<file path="config.mk">
export PLATFORM = sky130hd
export DESIGN_NAME = ialu_core
export DESIGN_NICKNAME = d
export VERILOG_FILES = /design/src/rtl/ialu_pkg.sv /design/src/rtl/ialu_addsub.sv /design/src/rtl/ialu_barrel.sv /design/src/rtl/ialu_bitwise.sv /design/src/rtl/ialu_core.sv
export SDC_FILE = /design/constraint.sdc
export NUM_CORES = 1
export LEC_CHECK = 0
export BUFFER_PORTS_ARGS = -buffer_cell sky130_fd_sc_hd__buf_4
export CORE_MARGIN = 2
export CORE_UTILIZATION = 35
export DETAILED_ROUTE_END_ITERATION = 10
export PLACE_DENSITY = 0.51
export SETUP_SLACK_MARGIN = 0.02
export SLEW_MARGIN = 20
export SYNTH_ARGS = -nofsm -noshare
export SYNTH_HDL_FRONTEND = slang
export SYNTH_SLANG_ARGS = --single-unit
</file>
<file path="constraint.sdc">
create_clock -name vclk -period 50.3
set_input_delay 15.09 -clock vclk [all_inputs]
set_output_delay 15.09 -clock vclk [all_outputs]
set_load 0.01 [all_outputs]
</file>
<file path="src/rtl/ialu_pkg.sv">
package ialu_pkg;
   localparam int OP_W = 3;

   typedef enum logic [OP_W-1:0] {
      OP_ADD = 3'd0,
      OP_SUB = 3'd1,
      OP_AND = 3'd2,
      OP_OR  = 3'd3,
      OP_NOR = 3'd4,
      OP_SLT = 3'd5,
      OP_SLL = 3'd6,
      OP_SRL = 3'd7
   } ialu_op_e;

   typedef enum logic {
      SHIFT_TOWARD_MSB = 1'b0,
      SHIFT_TOWARD_LSB = 1'b1
   } shift_dir_e;
endpackage

</file>
<file path="src/rtl/ialu_addsub.sv">
module ialu_addsub #(
   parameter int DATA_W     = 32,
   parameter bit USE_RIPPLE = 1'b1
) (
   input  logic [DATA_W-1:0] a,
   input  logic [DATA_W-1:0] b,
   input  logic              minus,
   output logic [DATA_W-1:0] sum,
   output logic              ovf
);
   localparam int MSB = DATA_W - 1;

   logic [DATA_W-1:0] b_eff;
   assign b_eff = b ^ {DATA_W{minus}};

   if (USE_RIPPLE) begin : g_ripple
      logic [DATA_W:0] carry;
      assign carry[0] = minus;
      for (genvar i = 0; i < DATA_W; i++) begin : g_bit
         logic half;
         assign half         = a[i] ^ b_eff[i];
         assign sum[i]       = half ^ carry[i];
         assign carry[i + 1] = (a[i] & b_eff[i]) | (carry[i] & half);
      end
      // signed overflow: carry into sign differs from carry out of sign
      assign ovf = carry[DATA_W] ^ carry[MSB];
   end else begin : g_flat
      assign sum = a + b_eff + {{(DATA_W-1){1'b0}}, minus};
      assign ovf = (a[MSB] == b_eff[MSB]) && (sum[MSB] != a[MSB]);
   end
endmodule

</file>
<file path="src/rtl/ialu_barrel.sv">
module ialu_barrel
   import ialu_pkg::*;
#(
   parameter int         DATA_W  = 32,
   parameter int         SHAMT_W = 5,
   parameter shift_dir_e DIR     = SHIFT_TOWARD_MSB
) (
   input  logic [DATA_W-1:0]  din,
   input  logic [SHAMT_W-1:0] amt,
   output logic [DATA_W-1:0]  dout
);
   logic [DATA_W-1:0] stage [SHAMT_W+1];

   assign stage[0] = din;

   for (genvar s = 0; s < SHAMT_W; s++) begin : g_stage
      localparam int DIST = 1 << s;
      logic [DATA_W-1:0] moved;
      if (DIR == SHIFT_TOWARD_MSB) begin : g_left
         assign moved = {stage[s][DATA_W-1-DIST:0], {DIST{1'b0}}};
      end else begin : g_right
         assign moved = {{DIST{1'b0}}, stage[s][DATA_W-1:DIST]};
      end
      assign stage[s + 1] = amt[s] ? moved : stage[s];
   end

   assign dout = stage[SHAMT_W];
endmodule

</file>
<file path="src/rtl/ialu_bitwise.sv">
module ialu_bitwise #(
   parameter int DATA_W = 32
) (
   input  logic [DATA_W-1:0] a,
   input  logic [DATA_W-1:0] b,
   output logic [DATA_W-1:0] and_w,
   output logic [DATA_W-1:0] or_w,
   output logic [DATA_W-1:0] nor_w
);
   assign and_w = a & b;
   assign or_w  = a | b;
   assign nor_w = ~or_w;
endmodule

</file>
<file path="src/rtl/ialu_core.sv">
module ialu_core
   import ialu_pkg::*;
#(
   parameter int DATA_W     = 32,
   parameter int SHAMT_W    = 5,
   parameter bit USE_RIPPLE = 1'b1
) (
   input  logic [DATA_W-1:0]  opnd_a,
   input  logic [DATA_W-1:0]  opnd_b,
   input  logic [SHAMT_W-1:0] shamt,
   input  logic [OP_W-1:0]    op_sel,
   output logic [DATA_W-1:0]  result,
   output logic               zero
);
   localparam int MSB = DATA_W - 1;

   // elaboration-time configuration checks
   if (DATA_W < 4) begin : g_bad_width
      $error("ialu_core: DATA_W must be at least 4");
   end
   if ((1 << SHAMT_W) != DATA_W) begin : g_bad_shamt
      $error("ialu_core: 2**SHAMT_W must equal DATA_W");
   end

   ialu_op_e op;
   assign op = ialu_op_e'(op_sel);

   logic              do_minus;
   logic [DATA_W-1:0] sum_w, and_w, or_w, nor_w, sll_w, srl_w;
   logic              ovf;
   logic              less;

   // every operation except add drives the adder in subtract mode
   assign do_minus = (op != OP_ADD);

   ialu_addsub #(.DATA_W(DATA_W), .USE_RIPPLE(USE_RIPPLE)) u_addsub (
      .a     (opnd_a),
      .b     (opnd_b),
      .minus (do_minus),
      .sum   (sum_w),
      .ovf   (ovf)
   );

   ialu_bitwise #(.DATA_W(DATA_W)) u_bitwise (
      .a     (opnd_a),
      .b     (opnd_b),
      .and_w (and_w),
      .or_w  (or_w),
      .nor_w (nor_w)
   );

   ialu_barrel #(.DATA_W(DATA_W), .SHAMT_W(SHAMT_W), .DIR(SHIFT_TOWARD_MSB)) u_shl (
      .din  (opnd_a),
      .amt  (shamt),
      .dout (sll_w)
   );

   ialu_barrel #(.DATA_W(DATA_W), .SHAMT_W(SHAMT_W), .DIR(SHIFT_TOWARD_LSB)) u_shr (
      .din  (opnd_a),
      .amt  (shamt),
      .dout (srl_w)
   );

   // the sign of the difference, corrected when the subtraction overflowed
   assign less = sum_w[MSB] ^ ovf;

   always_comb begin
      unique case (op)
         OP_ADD, OP_SUB: result = sum_w;
         OP_AND:         result = and_w;
         OP_OR:          result = or_w;
         OP_NOR:         result = nor_w;
         OP_SLT:         result = {{(DATA_W-1){1'b0}}, less};
         OP_SLL:         result = sll_w;
         OP_SRL:         result = srl_w;
         default:        result = '0;
      endcase
   end

   assign zero = ~|result;
endmodule

</file>
; ---- Word level (Yosys, flattened, before mapping)
; Cells that the tools add are included.
[word_totals]
reg_bits = 0
inputBits = 72
output_inout_bits = 33
[op_classes]
n_eq_ne = 7
mux = 11
n_bitwise = 166
n_reduce_logical = 5
[op_table]
columns = cell, count
row1 = $mux 32, 10
row2 = $pmux 32 s7, 1
row3 = $xor 1x1->1, 66
row4 = $and 1x1->1, 64
row5 = $and 32x32->32, 1
row6 = $not 32->32, 1
row7 = $or 1x1->1, 32
row8 = $or 32x32->32, 1
row9 = $reduce_or 32->1, 1
row10 = $xor 32x32->32, 1
row11 = $eq 3x3->1 const B, 4
row12 = $eq 3x2->1 const B, 2
row13 = $eq 3x1->1 const B, 1
row14 = $logic_not 3->1, 1
row15 = $reduce_bool 3->1, 1
row16 = $reduce_or 2->1, 1
row17 = $logic_not 1->1, 1

; ---- Logic depth before layout (Yosys ltp)
[logic_depth]
depth_word = 72
ltp_mapped = 48

; ---- Cells and area by module
; Synthesis repeated with hierarchy kept, for this count alone.
[hier_totals]
hier_cells = 865
area_unflattened_um2 = 7133.1
[by_module_without_submodules]
columns = mod, n_inst, cells_per_inst, area_each_um2
row1 = ialu_core, 1, 263, 1791.7
row2 = ialu_barrel (u_shr), 1, 192, 1778.0
row3 = ialu_barrel (u_shl), 1, 183, 1774.2
row4 = ialu_addsub, 1, 131, 1228.7
row5 = ialu_bitwise, 1, 96, 560.5

; ---- Worst setup path after synthesis
; No wires, ideal clock.
[synth_timing]
path_kind = input-to-output
start = in op_sel[2]
end = out zero
arrival_ps = 30775
setup_slack_ps = 4435
cell_stages = 48
path_buffers = 5
cell_sequence = buf_2 buf_1 buf_1 buf_1 nor2_1 buf_1 xnor2_1 fa_1 inv_1 fa_1 fa_1 fa_1 fa_1 fa_1 fa_1 fa_1 fa_1 fa_1 [... 12 more ...] fa_1 inv_1 fa_1 fa_1 inv_1 fa_1 fa_1 fa_1 fa_1 fa_1 fa_1 o2bb2ai_1 a221oi_1 o211ai_1 o22a_1 or4_1 nor4_1 and3_1
[synth_via]
elab_chain_cells = 72
elab_cells_between_ends = 176
[synth_lines]
columns = item, line
row1 = "start, declared", ialu_core.sv:11  ; input logic [OP_W-1:0] op_sel,
row2 = $reduce_bool 3->1, ialu_core.sv:34  ; assign do_minus = (op != OP_ADD);
row3 = $xor 32x32->32, ialu_addsub.sv:14  ; assign b_eff = b ^ {DATA_W{minus}};
row4 = $xor 1x1->1, ialu_addsub.sv:21  ; assign half = a[i] ^ b_eff[i];
row5 = $and 1x1->1, ialu_addsub.sv:23  ; assign carry[i + 1] = (a[i] & b_eff[i]) | (carry[i] & half);
row6 = $or 1x1->1, ialu_addsub.sv:23
row7 = $and 1x1->1, ialu_addsub.sv:23
row8 = $or 1x1->1, ialu_addsub.sv:23
row9 = $and 1x1->1, ialu_addsub.sv:23
row10 = [... 57 more ...], n/a
row11 = $and 1x1->1, ialu_addsub.sv:23
row12 = $or 1x1->1, ialu_addsub.sv:23
row13 = $xor 1x1->1, ialu_addsub.sv:26  ; assign ovf = carry[DATA_W] ^ carry[MSB];
row14 = $xor 1x1->1, ialu_core.sv:65  ; assign less = sum_w[MSB] ^ ovf;
row15 = $pmux 32 s7 *, ialu_core.sv:68  ; unique case (op)
row16 = net result[0], ialu_core.sv:12  ; output logic [DATA_W-1:0] result,
row17 = $reduce_or 32->1 *, ialu_core.sv:80  ; assign zero = ~|result;
row18 = $logic_not 1->1 *, ialu_core.sv:80
row19 = "end, declared", ialu_core.sv:13  ; output logic zero
; The timed path passes the listed nets; every way through them passes the cells marked *.

; ---- Final worst setup path
[layout_timing]
start = in op_sel[0]
end = out zero
[layout_via]
elab_chain_cells = 72
elab_cells_between_ends = 176
[layout_lines]
columns = item, line
row1 = $reduce_bool 3->1, ialu_core.sv:34
row2 = $xor 32x32->32, ialu_addsub.sv:14
row3 = $xor 1x1->1, ialu_addsub.sv:21
row4 = $and 1x1->1, ialu_addsub.sv:23
row5 = $or 1x1->1, ialu_addsub.sv:23
row6 = $and 1x1->1, ialu_addsub.sv:23
row7 = $or 1x1->1, ialu_addsub.sv:23
row8 = $and 1x1->1, ialu_addsub.sv:23
row9 = [... 56 more ...], n/a
row10 = $or 1x1->1, ialu_addsub.sv:23
row11 = $and 1x1->1, ialu_addsub.sv:23
row12 = $or 1x1->1, ialu_addsub.sv:23
row13 = $xor 1x1->1, ialu_addsub.sv:26
row14 = $xor 1x1->1, ialu_core.sv:65
row15 = $pmux 32 s7 *, ialu_core.sv:68
row16 = $reduce_or 32->1 *, ialu_core.sv:80
row17 = $logic_not 1->1 *, ialu_core.sv:80
; Every way passes the cells marked *; elsewhere a longest branch is shown, timed or not.

==> summary.txt <==
Critical Path Start Type - input port
layer with the highest usage - met2
CP max stage delay - 0.54 ns
wire length per cell - 30.96 um
Routed Antenna Nets - 0
DR iter-0 viols - 989
Power Density - 12.61 nW/um^2
pin count of the biggest net entering global routing - 78
Synth cell types - 78
Hold Crit Start - shamt[4]
seq_cells - 0
commonest non-fill, non-tap cell in the layout - buf_4
Residual DRC - 0
Cell Area, Synth - 6467 um^2
Port Buffers - 105
crit path from - op_sel[0]
Worst path depth - 45
Setup Total Neg Slack - 0 ns
outcome - complete, no violations
Area Growth Syn to Fin - 10.66%
Synthesis Warnings - 0
global routing usage on met3 - 2.974%
Vias - 7,309
# clk buffers - 0
first-pass GRT wire length - 47,210 um
Ports - 105
met1 Use GR - 42.86%
register area - 0 um^2
crit-path max FO - 77
global route total overflow - 0
Final Hold Fails - 0
quantity of hold-fixing buffers added after cts - 0
floorplan row count - 49
Max-Cap Viols - 0
Die Ht - 139.9 um
Post-Place Worst Slack - 3.960 ns
measured slew at the worst slew-check pin - 1.115 ns
Min-Delay Path Class - in2out
vias in the first global route - 7,033
CP endpoint kind - primary output
initial antenna violation count - 0
chip width - 139.9 um
DIE AREA - 19,580 um^2
Achievable Freq - 21.55 MHz
min cycle time layout - 46.40 ns
# nets final - 918
max-slew violation count - 0
Final WS setup - 3.904 ns
Slew headroom - 25.41%
Synth Instances - 796
Worst IR Drop VDD - 5.746 uV
worst path bufs/invs - 5
Starting Density - 35.88%
Critical Path Most Common Cell - fa_1
grt met2 use - 53.32%
Placer Congestion - 1.031
RSZ-0062 raised after global routing - no
drt pass-1 iters - 6
setup violators final - 0
crit path DAT - 31.31 ns
Leak Pwr - 2.823 nW
Mapped Nets - 902
most frequent cells in the layout - buf_4, nand2_1, mux4_2, mux2i_1, nor2_1
period utilisation layout - 92.24%
Avg Inst Size Synth - 8.125 um^2
vias per cell - 7.035
post-cts sizing count - 0
DP HPWL - 24,340 um
CP required - 35.21 ns
core area - 18,020 um^2
crit-path leading delay family - adder cells
layout cells sized above 1 - 26.91%
drt total wl - 32,170 um
setup bufs post-CTS - 0
Critical-path top delay cell - or2_2
Seq/Total Area, Yosys - 0%
Hold Crit Depth - 4
Crit Path Class - in2out
Overall Global Routing Usage - 31.71%
antenna cells - 0
area by class of cell:
| type | instances | area (um^2) |
|---|---|---|
| Multi-Input combinational cell | 652 | 5842 |
| Fill cell | 1882 | 10870 |
| Timing Repair Buffer | 116 | 870.8 |
| Inverter | 42 | 157.7 |
| Tap cell | 229 | 286.5 |
cells by family after synthesis:
kind of cell | count (synthesis) | share of synthesized area, %
AOI/OAI and AO/OA | 210 | 23.51
xor gates and xnor gates | 31 | 4.198
adders and majority gates | 39 | 11.07
buffers and inverters | 144 | 9.924
muxes | 138 | 34.09
and+or+nand+nor | 234 | 17.22
tightest hold or removal path, cell delays in order:
cell    delay (ns)
buf_4         0.15
nor2_1        0.07
a41o_1        0.23
buf_4         0.15
power by group:
| part | switching [W] | leakage (nW) | internal (W) | total, W |
|---|---|---|---|---|
| Sequential | 0 | 0 | 0 | 0 |
| Clock | 0 | 0 | 0 | 0 |
| Combinational | 0.0000532 | 2.82 | 0.0000370 | 0.0000902 |
worst paths after layout:
check / endpoint / slack [ns]
worst max-delay path: zero / 3.90
worst min-delay path: result[11] / 30.77
Yosys cell counts, drive strengths merged, types with 6 or more instances:
library cell | number | area (um^2)
nor3 | 23 | 115.1
or2 | 6 | 37.54
a211oi | 9 | 72.57
a22oi | 11 | 92.58
nand3 | 15 | 75.07
buf | 43 | 262.8
inv | 41 | 153.9
a21oi | 18 | 90.09
nand2 | 84 | 315.3
mux4 | 63 | 1423
nor2 | 52 | 195.2
xor2 | 27 | 236.5
o22ai | 7 | 43.79
nor2b | 7 | 43.79
a221oi | 10 | 93.84
a2bb2oi | 6 | 52.55
mux2 | 25 | 281.5
and2 | 16 | 102.6
clkbuf | 59 | 221.5
o211ai | 14 | 105.1
a32oi | 7 | 61.31
fa | 32 | 640.6
mux2i | 50 | 500.5
a31oi | 21 | 131.4
o21ai | 48 | 240.2
metrics by stage:
step                      area [um^2]  util [%]  instances  hold WS [ns]   power (W)
after detailed placement         7157     39.71       1039         30.75  0.00008798
final                            7157     39.71       1039         30.77  0.00009025
after global placement           7157     39.71       1039         30.73  0.00008764
after CTS                        7157     39.71       1039         30.75  0.00008856
after floorplan                  6467         -        796         30.44  0.00005479
after global routing             7157     39.71       1039         30.79  0.00009511
per-layer routing:
metal  wire [um]  vias to the layer above
met5           0                        -
met3        2703                       89
met1       12450                     3679
met2       15470                      496
met4        1536                        0
li1            -                     3045
Power figures use the tool's default switching activity.
